<file path="config.mk">
export PLATFORM = sky130hd
export DESIGN_NAME = crc_rng_lfsr
export DESIGN_NICKNAME = d
export VERILOG_FILES = /design/src/rtl/crc_rng_lfsr.sv
export SDC_FILE = /design/constraint.sdc
export NUM_CORES = 1
export LEC_CHECK = 0
export BUFFER_PORTS_ARGS = -buffer_cell sky130_fd_sc_hd__buf_2
export CAP_MARGIN = 20
export CORE_ASPECT_RATIO = 1.4
export CORE_MARGIN = 2
export CORE_UTILIZATION = 57
export DETAILED_ROUTE_END_ITERATION = 8
export MAX_ROUTING_LAYER = met4
export PLACE_DENSITY = 0.83
export SLEW_MARGIN = 20
export SYNTH_ARGS = -nofsm -noshare
export SYNTH_HDL_FRONTEND = slang
export SYNTH_SLANG_ARGS = --single-unit
</file>
<file path="constraint.sdc">
create_clock -name clk -period 4.5 [get_ports clk]
set_input_delay 0.225 -clock clk [delete_from_list [all_inputs] [get_ports clk]]
set_output_delay 0.225 -clock clk [all_outputs]
set_load 0.01 [all_outputs]
</file>
<file path="src/rtl/crc_rng_lfsr.sv">
module crc_rng_lfsr #(
  parameter int          W          = 16,
  parameter logic [15:0] POLY       = 16'h8005,
  parameter int          RAND_STEPS = 13
) (
  input  logic           clk,
  input  logic           rst_n,
  input  logic           ctrl_we,
  input  logic [1:0]     ctrl_wdata,
  output logic [1:0]     ctrl_q,
  input  logic           rd_strobe,
  input  logic           seed_we,
  input  logic [W/2-1:0] seed_data,
  input  logic           crc_we,
  input  logic [W/2-1:0] crc_data,
  output logic [W/2-1:0] state_hi,
  output logic [W/2-1:0] state_lo
);
  localparam int BW = W / 2;
  localparam logic [1:0] M_STEP = 2'b01;
  localparam logic [1:0] M_OFF  = 2'b11;

  logic [W-1:0] st;
  logic [1:0]   mode;

  function automatic logic [W-1:0] step1(input logic [W-1:0] s, input logic b);
    logic fb;
    fb = s[W-1] ^ b;
    step1 = {s[W-2:0], 1'b0} ^ (fb ? POLY[W-1:0] : '0);
  endfunction

  function automatic logic [W-1:0] rand_adv(input logic [W-1:0] s);
    logic [W-1:0] t;
    t = s;
    for (int i = 0; i < RAND_STEPS; i++) t = step1(t, 1'b0);
    return t;
  endfunction

  function automatic logic [W-1:0] crc_adv(input logic [W-1:0] s, input logic [BW-1:0] d);
    logic [W-1:0] t;
    t = s;
    for (int i = BW - 1; i >= 0; i--) t = step1(t, d[i]);
    return t;
  endfunction

  wire step_go = (mode == M_STEP) && !seed_we && !crc_we;
  wire rand_go = rd_strobe && (mode != M_OFF) && (mode != M_STEP);

  always_ff @(posedge clk) begin
    if (!rst_n) begin
      st   <= '0;
      mode <= 2'b00;
    end else begin
      if (seed_we)      st <= {st[BW-1:0], seed_data};
      else if (crc_we)  st <= crc_adv(st, crc_data);
      else if (step_go) st <= step1(st, 1'b0);
      else if (rand_go) st <= rand_adv(st);

      if (ctrl_we)      mode <= ctrl_wdata;
      else if (step_go) mode <= 2'b00;
    end
  end

  assign ctrl_q   = mode;
  assign state_hi = st[W-1:BW];
  assign state_lo = st[BW-1:0];
endmodule

</file>
Word level (Yosys, flattened, before mapping)
Index checks and enable logic that the tools add are counted.
{"block": "word_totals", "word_cells": 69, "regBits": 18}
{"block": "op_classes", "n_reduce_logical": 8, "mux": 27, "n_eq_ne": 3, "bitwise_logic": 29}
{"cell": "16-bit two-way mux", "count": 25}
{"cell": "16-bit XOR", "count": 21}
{"cell": "1-bit XOR", "count": 8}
{"cell": "1-bit logical AND", "count": 4}
{"cell": "2-bit two-way mux", "count": 2}
{"cell": "4-bit nonzero test", "count": 1}
{"cell": "2-bit by 1-bit == test with 1-bit output (second input constant)", "count": 1}
{"cell": "1-bit logical NOT", "count": 2}
{"cell": "2-bit by 1-bit inequality test with 1-bit output (second input constant)", "count": 1}
{"cell": "2-bit inequality test (second input constant)", "count": 1}
{"cell": "2-bit nonzero test", "count": 1}

Longest topological paths before layout
Gate-level depths: netlist of run 1.
{"block": "logic_depth", "ltp_word": 30, "mapped_depth": 8}

Worst setup path after synthesis of run 1
Ideal clock, no wire load.
{"block": "synth_timing", "path_type": "flip-flop to flip-flop", "start": "register st[9]", "end": "register st[0]", "period_less_slack_ps": 2012, "stages_incl_launch_ff": 8, "arrival_ps": 1884, "slack_ps": 2488, "required_time_ps": 4373, "setup_time_ps": 127, "cell_sequence": "dfxtp_1 buf_2 xor2_2 xnor3_1 xnor3_2 a21o_1 nand3_2 a21oi_2"}
{"block": "synth_via", "elab_chain_len": 24, "word_cells_on_any_way": 36, "cone_classes": "13 x mux; 23 x bitwise"}
{"element": "start: declaration", "line": "23", "rtl": "logic [W-1:0] st;"}
{"element": "start signal: assignment", "line": "54", "rtl": "if (seed_we) st <= {st[BW-1:0], seed_data};"}
{"element": "start signal: assignment", "line": "55", "rtl": "else if (crc_we) st <= crc_adv(st, crc_data);"}
{"element": "start signal: assignment", "line": "56", "rtl": "else if (step_go) st <= step1(st, 1'b0);"}
{"element": "16-bit XOR (6 in series)", "line": "29", "rtl": "step1 = {s[W-2:0], 1'b0} ^ (fb ? POLY[W-1:0] : '0);"}
{"element": "16-bit two-way mux", "line": "29"}
{"element": "16-bit XOR", "line": "29"}
{"element": "16-bit two-way mux", "line": "29"}
{"element": "16-bit XOR", "line": "29"}
{"element": "16-bit two-way mux", "line": "29"}
{"element": "16-bit XOR", "line": "29"}
{"element": "16-bit two-way mux", "line": "29"}
{"element": "[... 3 more ...]"}
{"element": "16-bit two-way mux", "line": "29"}
{"element": "16-bit XOR", "line": "29"}
{"element": "16-bit two-way mux", "line": "29"}
{"element": "16-bit XOR", "line": "29"}
{"element": "16-bit two-way mux", "line": "57", "rtl": "else if (rand_go) st <= rand_adv(st);"}
{"element": "16-bit two-way mux", "line": "56"}
{"element": "16-bit two-way mux (*)", "line": "55"}
{"element": "16-bit two-way mux (*)", "line": "54"}
Mark *: on every way between the ends. The rest lies on a longest branch, timed or not. The select of a mux whose other input is x is not followed.
A chain may end at the register's enable or synchronous reset.

Worst setup path in the final report of run 1
{"block": "layout_timing", "start": "register mode[1] (netlist: ctrl_q[1])", "end": "register st[15]"}
{"block": "layout_via", "elab_chain_len": 6, "word_cells_on_any_way": 11, "cone_classes": "3 x eq/ne; 3 x mux; 5 x reduce/logical"}
{"element": "start: declaration", "line": "24", "rtl": "logic [1:0] mode;"}
{"element": "start signal: assignment", "line": "59", "rtl": "if (ctrl_we) mode <= ctrl_wdata;"}
{"element": "2-bit by 1-bit == test with 1-bit output", "line": "46", "rtl": "wire step_go = (mode == M_STEP) && !seed_we && !crc_we;"}
{"element": "1-bit logical AND (2 in series)", "line": "46"}
{"element": "16-bit two-way mux", "line": "56"}
{"element": "16-bit two-way mux", "line": "55"}
{"element": "16-bit two-way mux", "line": "54"}
Parallel ways exist; a longest one is shown, timed or not.

==> results of run 1 <==
==> synth_stat cells, drive strengths merged (2+ instances only) <==
| master | instances | area share, % |
|---|---|---|
| a211oi | 7 | 3.2 |
| a21oi | 21 | 6.7 |
| a31oi | 2 | 0.77 |
| and2 | 2 | 0.77 |
| buf | 5 | 2.3 |
| clkbuf | 12 | 2.8 |
| dfxtp | 18 | 22 |
| inv | 3 | 0.69 |
| nand2 | 21 | 4.8 |
| nand2b | 2 | 0.77 |
| nand3 | 5 | 1.8 |
| nor2 | 15 | 3.9 |
| nor2b | 2 | 0.77 |
| nor3 | 3 | 0.92 |
| nor3b | 2 | 0.92 |
| o2111ai | 2 | 1.1 |
| o211a | 2 | 1.2 |
| o211ai | 9 | 4.1 |
| o21ai | 13 | 4.0 |
| or3 | 2 | 0.85 |
| xnor2 | 29 | 17 |
| xnor3 | 4 | 5.6 |
| xor2 | 12 | 7.8 |
==> power breakdown <==
part           internal (W)  switching [W]  leakage [nW]
clock network     0.0000494      0.0000558        0.0210
registers          0.000184      0.0000593         0.149
logic              0.000268       0.000228         0.627
==> worst register-to-register path: cells and delay by family, from the launching register on <==
kind               cells  cell delay [ns]
and+or+nand+nor        3             1.51
AOI/OAI and AO/OA      3             0.52
DFF                    1             0.43
==> final cells by class <==
class                      instances  area (um^2)
inverter                           3         11.3
timing repair buffer              41          205
fill                             241          832
sequential                        18          360
clock buffer                       4         36.3
tap                               36         45.0
multi-input combinational        164         1180
==> through the flow <==
step | power [W] | setup WS [ns] | utilization (%) | instances
floorplan | 0.000648 | 2.49 | - | 202
CTS | 0.000844 | 1.99 | 68.7 | 266
global placement | 0.000734 | 2.14 | 67.3 | 262
finish | 0.000844 | 1.93 | 68.8 | 266
detailed placement | 0.000736 | 2.03 | 67.3 | 262
global route | 0.000893 | 1.67 | 68.8 | 266
==> cells in the final DEF, fill, tap and decap left out, types with 2 or more instances in the layout <==
| cell | n |
|---|---|
| sky130_fd_sc_hd__buf_2 | 41 |
| sky130_fd_sc_hd__xnor2_1 | 27 |
| sky130_fd_sc_hd__nand2_1 | 21 |
| sky130_fd_sc_hd__a21oi_1 | 20 |
| sky130_fd_sc_hd__dfxtp_1 | 18 |
| sky130_fd_sc_hd__nor2_1 | 14 |
| sky130_fd_sc_hd__xor2_1 | 9 |
| sky130_fd_sc_hd__o211ai_1 | 9 |
| sky130_fd_sc_hd__o21ai_1 | 8 |
| sky130_fd_sc_hd__a211oi_1 | 7 |
| sky130_fd_sc_hd__o21ai_0 | 5 |
| sky130_fd_sc_hd__nand3_1 | 4 |
| sky130_fd_sc_hd__xor2_2 | 3 |
| sky130_fd_sc_hd__xnor3_1 | 3 |
| sky130_fd_sc_hd__clkbuf_4 | 3 |
| sky130_fd_sc_hd__nand2b_1 | 2 |
| sky130_fd_sc_hd__inv_2 | 2 |
| sky130_fd_sc_hd__nor2b_1 | 2 |
| sky130_fd_sc_hd__nor3_1 | 2 |
| sky130_fd_sc_hd__and2_1 | 2 |
| sky130_fd_sc_hd__a31oi_1 | 2 |
| sky130_fd_sc_hd__nor3b_1 | 2 |
| sky130_fd_sc_hd__o2111ai_1 | 2 |
| sky130_fd_sc_hd__o211a_1 | 2 |
==> flip-flops by register name, summed over array words and instances, names as in the netlist <==
signal,flops
ctrl_q,2
st,16
==> worst max-delay path by stage <==
stage | cells after the start | endpoint | startpoint
global placement | 6 | st[15]$_SDFFE_PN0P_ | ctrl_q[1]$_SDFFE_PN0P_
detailed placement | 6 | st[15]$_SDFFE_PN0P_ | ctrl_q[1]$_SDFFE_PN0P_
CTS | 6 | st[15]$_SDFFE_PN0P_ | ctrl_q[1]$_SDFFE_PN0P_
global route | 6 | st[15]$_SDFFE_PN0P_ | ctrl_q[1]$_SDFFE_PN0P_
finish | 6 | st[15]$_SDFFE_PN0P_ | ctrl_q[1]$_SDFFE_PN0P_
floorplan | 7 | st[0]$_SDFFE_PN0P_ | st[9]$_SDFFE_PN0P_
==> logic make-up after synthesis <==
kind of cell / Yosys count / synth area share [%]
AO/OA/AOI/OAI: 63 / 24.7
AND/OR/NAND/NOR: 55 / 16.2
XOR/XNOR: 45 / 30.6
buffers and inverters: 20 / 5.76
flip-flops: 18 / 22.1
multiplexers: 1 / 0.614
==> routing by layer <==
metal / vias to the layer above / part of all wire (%) / GRT usage (%)
li1: 766 / - / -
met1: 711 / 44 / 35.4
met4: 0 / 3.0 / 10.4
met2: 79 / 45 / 46.1
met5: - / 0 / -
met3: 15 / 7.9 / 2.21
==> results by stage, run 1 <==
Status:
- The flow ran to the end, and the final reports show no timing, DRC or antenna violations.

Synth:
- The number of enable-type register cells in the synthesized netlist is 0.
- The cell count after synthesis is 202.
- The net count of the mapped netlist is 226.
- The average instance area after synthesis is 8.06 um^2.
- The flop and latch count out of synthesis is 18.
- The mapped netlist covers 1630 um^2.
- The share of synthesized area occupied by flip-flops and latches is 22.1%.
- For this run, the leading register cell type out of synthesis is sky130_fd_sc_hd__dfxtp_1.
- For this run, the number of Yosys warnings is 0.
- The number of different library cells used by synthesis comes to 43.
- Counting flops with an async set or reset pin after synthesis yields a share of 0%.

Clock tree:
- The TritonCTS clock tree is built.
- The number of gates resized after CTS was 0.
- Clock tree synthesis inserted a total of 3 buffers.
- The master cell of the clock root buffer is sky130_fd_sc_hd__clkbuf_4.
- The maximum buffer depth of the clock tree is 2.
- The clock transition at the register clock pins on the worst setup and hold paths after CTS is 0.11 ns.
- The number of buffers inserted for hold repair after clock tree synthesis is 0.
- Counting every sink on the clock net gives 18.
- The later-pin clock latency in the skew report is 0.30 ns.
- The buffer count from post-CTS setup fixing is 0.
- In this run the number of H-tree levels came out at 1.

STA:
- The worst hold slack after final layout is 0.152 ns.
- Setup repair after global routing left no endpoint under its margin.
- The worst path needs 2.57 ns of the cycle, external delays included.
- The total setup violations reported at the end of the flow is 0.
- The peak clock frequency supported by timing is 0.388 GHz.
- The clock arrives with 0.00335 ns of skew.
- The final total negative setup slack is 0 ns.
- The final count of hold timing violations is 0.
- The share of the cycle needed by the critical path after routing is 57.2%.
- The max-slew violation count is 0.
- For the pin with the worst max-slew slack, the measured transition is 0.792 ns.
- The worst max-slew margin expressed relative to the limit is 47.2%.

Global route:
- Entering global routing, the biggest net connects 24 pins.
- The first global-routing pass estimated 6860 um of wire.
- The via count of the first global-routing pass is 1,458.
- The number of antenna violations at the first check in global routing is 0.
- For this run the aggregate overflow at the end of global routing stands at 0.
- The aggregate global-route resource usage is 27.7%.

Setup path:
- The type of the worst setup path is reg2reg.
- The register-to-register path setup slack is 1.93 ns.
- Data on the critical path arrives at its endpoint at 2.76 ns.
- The worst setup path is launched from a flip-flop.
- In this run the critical register-to-register path is captured at st[15]$_SDFFE_PN0P_.
- Together, buffers and inverters on the worst path number 0.
- The kind of cell adding the most delay to the critical path is simple AND/OR/NAND/NOR gates.
- The count of cells along the worst register-to-register path is 6.
- STA puts the critical path data required time at 4.69 ns.
- The largest driver fanout on the critical path is 23.
- In this run the critical register-to-register path is launched from ctrl_q[1]$_SDFFE_PN0P_.
- On the worst path, the slowest cell contributes a delay of 0.73 ns.
- The critical path goes through nand2b_1 -> nand3_1 -> o21ai_0 -> a21oi_1 -> nor2_1 -> o41ai_1.
- STA classifies the critical path endpoint as a flip-flop.
- The standard cell with the maximum stage delay on the critical path is sky130_fd_sc_hd__nand3_1.

Min path:
- The worst hold endpoint is ctrl_q[1]$_SDFFE_PN0P_.
- Counting instances, the worst hold path has a depth of 3.
- The worst hold path begins at ctrl_wdata[1].
- The type of the worst min-delay path is in2reg.

Place:
- Summing all placed instances gives a cell area of 1800 um^2.
- Detailed placement finished with a half-perimeter wire length of 3070 um.
- The count of input and output buffers is 41.
- The final weighted congestion in routability-driven placement is 0.958.

Power:
- The largest vdd supply drop is 0.302 mV.
- Power spread over the standard cell area amounts to 459 nW/um^2.
- The leakage power is 0.797 nW.

Floorplan:
- The floorplan step set the die width to 49.2 um.
- Once the floorplan was initialized, standard cells occupied 61.0% of the core.
- After floorplanning, the core was divided into 22 placement rows.
- The floorplan step defined a core boundary enclosing 2670 um^2.
- The die span in y is 67.3 um.
- The overall die area is 3310 um^2.
- The number of I/O pins is 42.

Final layout:
- The final layout contains 255 nets.
- The number of inserted diodes is 0.
- The finished cells cover 1840 um^2.
- The post-route netlist has 25.2% of its cells at a drive strength greater than 1.
- Compared with the post-synthesis result, the final layout area differs by 12.8%.

Drt:
- The count of unresolved DRC violations after routing is 0.
- The detailed-routing iteration count for the pre-antenna-repair pass is 4.
- The number of nets with antenna violations after detailed routing is 0.
- The overall routed net length is 4200 um.
- The first routing iteration left 85 violations.
- The average detailed-routed wire length per instance is 15.8 um.
- Using the TritonRoute via totals, the vias-per-cell ratio works out to 5.91.
- The via total after detailed routing is 1,571.

Run:
- The tool flagged a number of max-cap violations equal to 0.
No activity file was read; power rests on OpenSTA's default activity.
==> run 2, diff against run 1 <==
Settings changed: ABC_AREA set to 1, CORE_UTILIZATION 57 to 53, PLACE_DENSITY 0.83 to 0.78.
Clock period 4.5 ns to 2.4 ns, I/O delays scaled along.
==> run 2 against run 1 <==
Net effect: clock-buffer cell count is 1 lower; sequential share of layout area is 0.72 points lower; sequential power is 61% higher; non-clock buffer count is 9 higher; worst setup slack worse by 1.5 ns; maximum frequency is 30% higher; critical endpoint is now st[1]$_SDFFE_PN0P_; largest cell class unchanged; highest routed layer unchanged.
==> results by stage, run 2 <==
Status:
- The flow ran to the end, and the final reports show no timing, DRC or antenna violations.

STA:
- The max-slew violation count was 0.
- The final count of hold timing violations is 0.
- The final critical-path setup slack is 0.418 ns.
- The worst path in the final design needs a cycle of 1.98 ns, including I/O delays and setup.
- Setup repair after global routing left no endpoint under its margin.
- The setup skew after layout is 0.00241 ns.
- The peak clock frequency supported by timing is 0.505 GHz.
- At the pin with the least slew margin, the transition time is 0.555 ns.
- The final total negative setup slack is 0 ns.
- Headroom to the max-slew limit came out at 62.6%.
- In the finished design, the share of the clock period the worst path needs comes to 82.6%.
- Setup violations remaining at the end of the flow were counted as 0.

Setup path:
- The count of cells along the worst register-to-register path is 12.
- On the critical path, the stage with the largest delay is an instance of sky130_fd_sc_hd__dfxtp_1.
- In this design, the stage delay of the slowest critical-path cell is 0.41 ns.
- The signal on the critical path passes through xnor2_1 -> nand3_2 -> nand2_2 -> nand2_2 -> nand2_1 -> nand2_1 -> nand3_1 -> nand2_2 -> xor2_1 -> o21ai_1 -> nand2_1 -> a21oi_1.
- The critical path capture point type is a flip-flop.
- Data on the critical path arrives at its endpoint at 2.17 ns.
- The largest driver fanout on the critical path is 7.
- The data required time of the critical path is 2.59 ns.
- STA classifies the critical path startpoint as a flip-flop.
- The type of the worst setup path is reg2reg.

Global route:
- For this run, the total global-route usage over all layers was measured as 29.6%.
- After global routing the overflow that remains totals 0.
- The number of antenna violations at the first check in global routing was 0.
- The via count of the first global-routing pass is 1,778.
- The wire length of the first global-routing pass is 7970 um.
- Entering global routing, the biggest net connects 33 pins.

Synth:
- The fraction of post-synthesis cell area in the top cell type by area is 22.3%.
- In this run, synthesis inferred 0 flip-flops with an integrated enable.
- The share of flip-flops with an asynchronous set or reset is 0%.
- The cell count after synthesis is 259.
- Sequential elements use 22.3% of the synthesized area.
- The commonest cells after synthesis are sky130_fd_sc_hd__nand2_1, sky130_fd_sc_hd__o21ai_0, sky130_fd_sc_hd__inv_1, sky130_fd_sc_hd__dfxtp_1.
- When the netlist entered floorplanning its net count stood at 283.
- The largest total area in the synthesized netlist belongs to sky130_fd_sc_hd__dfxtp_1.
- In this run the mean area of a mapped cell was 6.23 um^2.
- Yosys instantiated no cell more often than sky130_fd_sc_hd__nand2_1.
- The main flop type after synthesis is sky130_fd_sc_hd__dfxtp_1.
- Ranked by total cell area, the synthesized netlist is headed by sky130_fd_sc_hd__dfxtp_1, sky130_fd_sc_hd__nand2_1, sky130_fd_sc_hd__o21ai_0.
- In this run the cell area of the synthesized design comes to 1610 um^2.
- Counting distinct cell types in the post-synthesis netlist gives 26.
- Counting flops and latches in the post-synthesis netlist gives 18.
- The yosys synthesis warning count is 0.

Floorplan:
- In this run the horizontal extent of the chip is 50.6 um.
- The area of the core is 2880 um^2.
- The number of I/O pins is 42.
- The number of placement rows is 23.
- Once the floorplan was initialized, standard cells occupied 56.0% of the core.
- The die is 69.3 um tall.
- The overall die area is 3510 um^2.

Run:
- Max-cap violations in this run came to 0.

Place:
- Routability-driven placement finished with a final weighted congestion of 1.00.
- The post-placement setup slack is 0.436 ns.
- The cell area after placement is 1870 um^2.
- Detailed placement finished with a half-perimeter wire length of 3580 um.
- After detailed placement, the design holds a cell count of 333.
- The count of input and output buffers is 41.

Final layout:
- The number of standard cells in the layout, taps in and fillers out is 336.
- The post-route netlist has 23.1% of its cells at a drive strength greater than 1.
- The number of inserted diodes is 0.
- More flip-flops sit in one register than any other, and that register is st.
- The total number of nets in the final design is 325.
- The most common cell after layout, fill and taps aside is sky130_fd_sc_hd__nand2_1.
- The library cells used most frequently in the layout, excluding fill and tap cells, are sky130_fd_sc_hd__nand2_1, sky130_fd_sc_hd__buf_2, sky130_fd_sc_hd__o21ai_0, sky130_fd_sc_hd__inv_1, sky130_fd_sc_hd__dfxtp_1.
- With fillers left out, the area of the finished cells amounts to 1910 um^2.
- The area growth from synthesis to layout is 18.3%.
- The number of flip-flops in the largest register is 16.
- Summing all multi-input logic gate instances after layout gives 1090 um^2.
- The filler cells instantiated in the layout total 308.
- Across the whole layout, storage elements account for 360 um^2.

Drt:
- The DRC marker count from the first detailed-route iteration is 53.
- In the final routed layout, each cell accounts on average for 13.6 um.
- The detailed router placed 1,854 vias in this run.
- The pre-antenna-repair detailed-routing pass consisted of 5 iterations.
- After detailed routing, the number of remaining DRC violations is 0.
- The number of nets with antenna violations after detailed routing is 0.
- The overall routed net length is 4580 um.
- Dividing the detail-routed via count by the number of cells gives 5.52.

Clock tree:
- The number of buffers inserted for hold repair after clock tree synthesis is 0.
- The total number of clock tree sinks is 18.
- The buffer count from post-CTS setup fixing is 0.
- In this run the number of H-tree levels came out at 1.
- The number of instances resized during post-cts repair is 0.
- The master cell of the clock root buffer is sky130_fd_sc_hd__clkbuf_8.
- Clock-pin slew was measured on the worst setup and hold paths at 0.06 ns.
- The number of buffers inserted during clock tree synthesis is 3.
- In this run the deepest clock path goes through 2 buffers.
- The later-pin clock latency in the skew report is 0.25 ns.
- TritonCTS built the clock tree.

Min path:
- The worst hold path passes through 3 cells.
- The min-delay analysis places its worst path in the category in2reg.

Power:
- For this design the ratio of total power to cell area is 622 nW/um^2.
- IR analysis of the VDD net gives a maximum drop of 0.520 mV.
- The power after layout is 0.00119 W.
- The leakage power is 0.959 nW.
-- run 2: cell types whose count changed in the layout (fill, tap and decap cells not counted), moves of 7 or more --
cell,previous run,this run
sky130_fd_sc_hd__nand2_1,21,61
sky130_fd_sc_hd__o21ai_0,5,34
sky130_fd_sc_hd__inv_1,1,22
sky130_fd_sc_hd__xnor2_1,27,10
sky130_fd_sc_hd__nand3_1,4,14
sky130_fd_sc_hd__buf_4,0,9
sky130_fd_sc_hd__nand2_2,0,8
sky130_fd_sc_hd__xor2_1,9,17
sky130_fd_sc_hd__a211oi_1,7,0
sky130_fd_sc_hd__o21ai_1,8,1
-- run 2: kinds of logic after synthesis --
group,share of synthesized area [%]
AOI/OAI and AO/OA,24.7
xor gates and xnor gates,14.7
buffers and inverters,10.1
DFF,22.3
and+or+nand+nor,28.2
-- run 2: final cells by class --
cell class              instances  share of cell area (%)
well taps                      37                    2.43
clock buffers                   3                    2.16
repair buffers                 50                    14.3
multi-input cells             202                    57.1
inverters                      26                    5.11
flip-flops and latches         18                    18.9
-- run 2: through the flow --
| step | hold WS (ns) | util, % |
|---|---|---|
| 6_report | 0.0904 | 66.3 |
| 2_1_floorplan | 0.255 | - |
| 3_5_place_dp | 0.354 | 64.9 |
| 3_3_place_gp | 0.346 | 64.9 |
| 4_1_cts | 0.0933 | 66.3 |
| 5_1_grt | 0.114 | 66.3 |
-- run 2: metal layers --
layer / global-route usage [%] / part of all wire, % / vias up
met5: - / 0 / -
li1: - / - / 934
met3: 3.23 / 6.4 / 12
met1: 36.5 / 43 / 829
met4: 9.91 / 2.6 / 0
met2: 49.4 / 48 / 79
-- run 2: worst paths after layout --
check,slack (ns),endpoint,start
setup reg to reg,0.42,st[1]$_SDFFE_PN0P_,st[13]$_SDFFE_PN0P_
hold reg to reg,0.48,ctrl_q[0]$_SDFFE_PN0P_,ctrl_q[0]$_SDFFE_PN0P_
setup / recovery,0.42,st[1]$_SDFFE_PN0P_,st[13]$_SDFFE_PN0P_
hold / removal,0.09,ctrl_q[1]$_SDFFE_PN0P_,ctrl_wdata[1]
-- run 2: power by group --
| part | switching (W) | internal, W | total (W) |
|---|---|---|---|
| clock | 0.0000944 | 0.000111 | 0.000206 |
| sequential | 0.0000586 | 0.000333 | 0.000392 |
| combinational | 0.000354 | 0.000236 | 0.000590 |
| total | 0.000507 | 0.000681 | 0.00119 |
-- run 2: worst max-delay path: cells and delay by family, from the launching register on --
family                    cells  cell delay (ns)
AOI/OAI and AO/OA             2             0.29
and+or+nand+nor               8             0.70
xor gates and xnor gates      2             0.51
DFF                           1             0.41
==> run 3, diff against run 2 <==
Settings changed: ABC_AREA 1 to 0.
Clock period 2.4 ns to 2.1 ns, I/O delays scaled along.
==> run 3 against run 2 <==
Net effect: design area grew 3.8%; sequential power is 18% higher; register-to-register slack lost 0.29 ns; utilization rose by 1.8 points; flip-flop and latch count is the same; critical path depth shrank 6; worst setup slack got worse by 0.29 ns; via count down 10%; non-clock buffer count increased by 7.
==> results by stage, run 3 (synthesis gave the netlist of run 1 again) <==
Drt:
- The detailed-routing iteration count for the pre-antenna-repair pass is 4.
- For this block, the via count after detailed routing is 1,666.
- The overall routed net length is 4700 um.
- The count of unresolved DRC violations after routing is 0.
- Once detail routing completed, the nets flagged for antenna violations numbered 0.
- The average detailed-routed wire length per instance is 16.6 um.
- In the routed layout, each cell is associated on average with a via count of 5.89.
- In this run, the number of DRC markers left after iteration 0 of detailed routing was 75.

Final layout:
- The register with the most flip-flops in the layout has 16 of them.
- Cells fill 68.1% of the core in the end.
- Ranked by flip-flop count, first place goes to st.
- In the layout the commonest cells are sky130_fd_sc_hd__buf_2, sky130_fd_sc_hd__xnor2_1, sky130_fd_sc_hd__nand2_1, sky130_fd_sc_hd__a21oi_1, sky130_fd_sc_hd__dfxtp_1.
- The share of cells above drive strength 1 is 30.1%.
- The area growth from synthesis to layout is 21.6%.
- The total number of nets in the final design is 271.
- The number of inserted diodes is 0.
- The most common cell after layout, fill and taps aside is sky130_fd_sc_hd__buf_2.
- The number of standard cells in the layout, taps in and fillers out is 283.

STA:
- Headroom to the max-slew limit came out at 71.3%.
- Derived from the worst setup path, the maximum achievable clock frequency is 0.508 GHz.
- Setup repair after global routing left no endpoint under its margin.
- The max-slew violation count was 0.
- The final count of hold timing violations is 0.
- The setup skew after layout is 0.00309 ns.
- The worst path in the final design needs a cycle of 1.97 ns, including I/O delays and setup.
- Of the available clock period, the critical path in the final layout requires 93.8%.
- The final critical-path setup slack is 0.130 ns.
- The total setup violations reported at the end of the flow is 0.
- The slew at the pin with the worst max-slew slack is 0.427 ns.
- The final total negative setup slack is 0 ns.

Power:
- Total power for the finished layout comes to 0.00196 W.
- Internal power comes to 0.00119 W.
- For this design the total switching power over the nets is 0.000772 W.
- The net switching share of the total power is 39.4%.
- IR analysis of the VDD net gives a maximum drop of 0.764 mV.
- The power share of the sequential group is 23.7%.
- The analysis attributes to cell leakage a power of 0.885 nW.
- The power density over the cells is 990 nW/um^2.
- Combinational logic is responsible for 61.1% of the overall power.
- The power share of the clock group is 15.3%.

Floorplan:
- In this run the horizontal extent of the chip is 50.9 um.
- The floorplan has 23 rows.
- The number of I/O pins is 42.
- Once the floorplan was initialized, standard cells occupied 56.0% of the core.
- The total area inside the core boundary comes to 2910 um^2.
- The die span in y is 69.6 um.
- The overall die area is 3540 um^2.

Status:
- The flow ran to the end, and the final reports show no timing, DRC or antenna violations.

Clock tree:
- The H-tree level count is 1.
- The TritonCTS clock tree is built.
- CTS saw 18 sinks.
- The master cell of the clock root buffer is sky130_fd_sc_hd__clkbuf_8.
- The later-pin clock latency in the skew report is 0.26 ns.
- The maximum buffer depth of the clock tree is 2.
- After clock tree synthesis, the clock-pin slew on the worst setup and hold paths is 0.08 ns.
- In this run, CTS created clock tree buffers numbering 3.
- After clock tree synthesis, the flow added hold-fix buffers numbering 0.
- The buffer count from post-CTS setup fixing is 0.

Setup path:
- The worst register-to-register path begins at st[12]$_SDFFE_PN0P_.
- STA classifies the critical path startpoint as a flip-flop.
- The number of cells on the worst reg-to-reg path is 6.
- The reg-to-reg critical path endpoint is st[1]$_SDFFE_PN0P_.
- The largest driver fanout on the critical path is 5.
- The endpoint arrival time on the critical path is 2.12 ns.
- The register-to-register path setup slack is 0.13 ns.
- The critical path capture point type is a flip-flop.
- The capturing element of the worst setup path is st[1]$_SDFFE_PN0P_.
- The worst setup path startpoint is st[12]$_SDFFE_PN0P_.
- By startpoint and endpoint, the worst setup path is classified as reg2reg.
- STA puts the critical path data required time at 2.25 ns.

Global route:
- The via count of the first global-routing pass is 1,568.
- Global routing used 28.5% of the available tracks.
- The aggregate global routing overflow is 0.
- The number of antenna violations at the first check in global routing came to 0.
- Entering global routing, the biggest net connects 18 pins.
- The first global-routing pass estimated 7540 um of wire.

Run:
- Across the run, the number of max-cap violations was 0.

Place:
- The number of cells in the design after placement is 279.
- The post-detailed-placement half-perimeter wirelength is 3530 um.
- The post-placement setup slack is 0.0346 ns.
- The count of input and output buffers is 41.
- The final weighted congestion in routability-driven placement is 0.937.

Min path:
- The type of the worst min-delay path is in2reg.
run 3: cell count changes in the layout (fill, tap and decap cells not counted), sizes merged, moves of 3 or more:
cell	change
xor2	-5
inv	-23
a21oi	+3
a211oi	+7
xnor2	+19
nor3	+3
o21ai	-22
nand2	-50
nand3	-10
buf	+7
xnor3	+4
a31oi	-3
run 3: cell type report:
type	instances	area, um^2
Sequential cell	18	360
Clock buffer	4	55.1
Tap cell	37	46.3
Multi-Input combinational cell	164	1180
Fill cell	262	926
Timing Repair Buffer	57	325
Inverter	3	11.3
run 3: power groups by stage:
stage                     Clock [W]  Sequential (W)  Combinational [W]
after global routing       0.000318        0.000473            0.00128
final                      0.000299        0.000464            0.00120
after CTS                  0.000300        0.000462            0.00119
after floorplan                   0        0.000481           0.000907
after detailed placement          0        0.000471            0.00118
after global placement            0        0.000470            0.00117
run 3: per-stage QoR:
stage | instance area, um^2 | hold slack [ns]
final | 1980 | 0.0884
after global routing | 1980 | 0.0789
after CTS | 1970 | 0.0876
after detailed placement | 1920 | 0.358
after global placement | 1920 | 0.352
after floorplan | 1630 | 0.252
run 3: how the worst min path moves through the flow:
stage | startpoint | to | slack, ns | depth (start not counted)
global route | ctrl_wdata[1] | ctrl_q[1]$_SDFFE_PN0P_ | 0.08 | 3
detailed placement | ctrl_wdata[1] | ctrl_q[1]$_SDFFE_PN0P_ | 0.36 | 3
CTS | ctrl_wdata[1] | ctrl_q[1]$_SDFFE_PN0P_ | 0.09 | 3
finish | ctrl_wdata[1] | ctrl_q[1]$_SDFFE_PN0P_ | 0.09 | 3
global placement | ctrl_wdata[1] | ctrl_q[1]$_SDFFE_PN0P_ | 0.35 | 3
floorplan | ctrl_wdata[1] | ctrl_q[1]$_SDFFE_PN0P_ | 0.25 | 2
run 3: worst max-delay path: stages, from the launching register on:
cell and delay [ns]:
sky130_fd_sc_hd__dfxtp_1 0.46, sky130_fd_sc_hd__xor2_2 0.23, sky130_fd_sc_hd__xnor2_1 0.21, sky130_fd_sc_hd__xor2_2 0.22, sky130_fd_sc_hd__xnor3_1 0.33, sky130_fd_sc_hd__a222oi_1 0.31, sky130_fd_sc_hd__o21ai_1 0.08
run 3: routing by layer:
metal	vias up	track usage [%]	wire length, um
li1	794	-	-
met1	770	37.3	1920
met2	90	46.9	2350
met3	12	2.59	347
met4	0	7.21	79
met5	-	-	0
run 3: repair_timing:
| action | in CTS | in global routing |
|---|---|---|
| setup endpoints to repair | 0 | 3 |
| resized for setup | 0 | 1 |
| hold endpoints to repair | 0 | 0 |
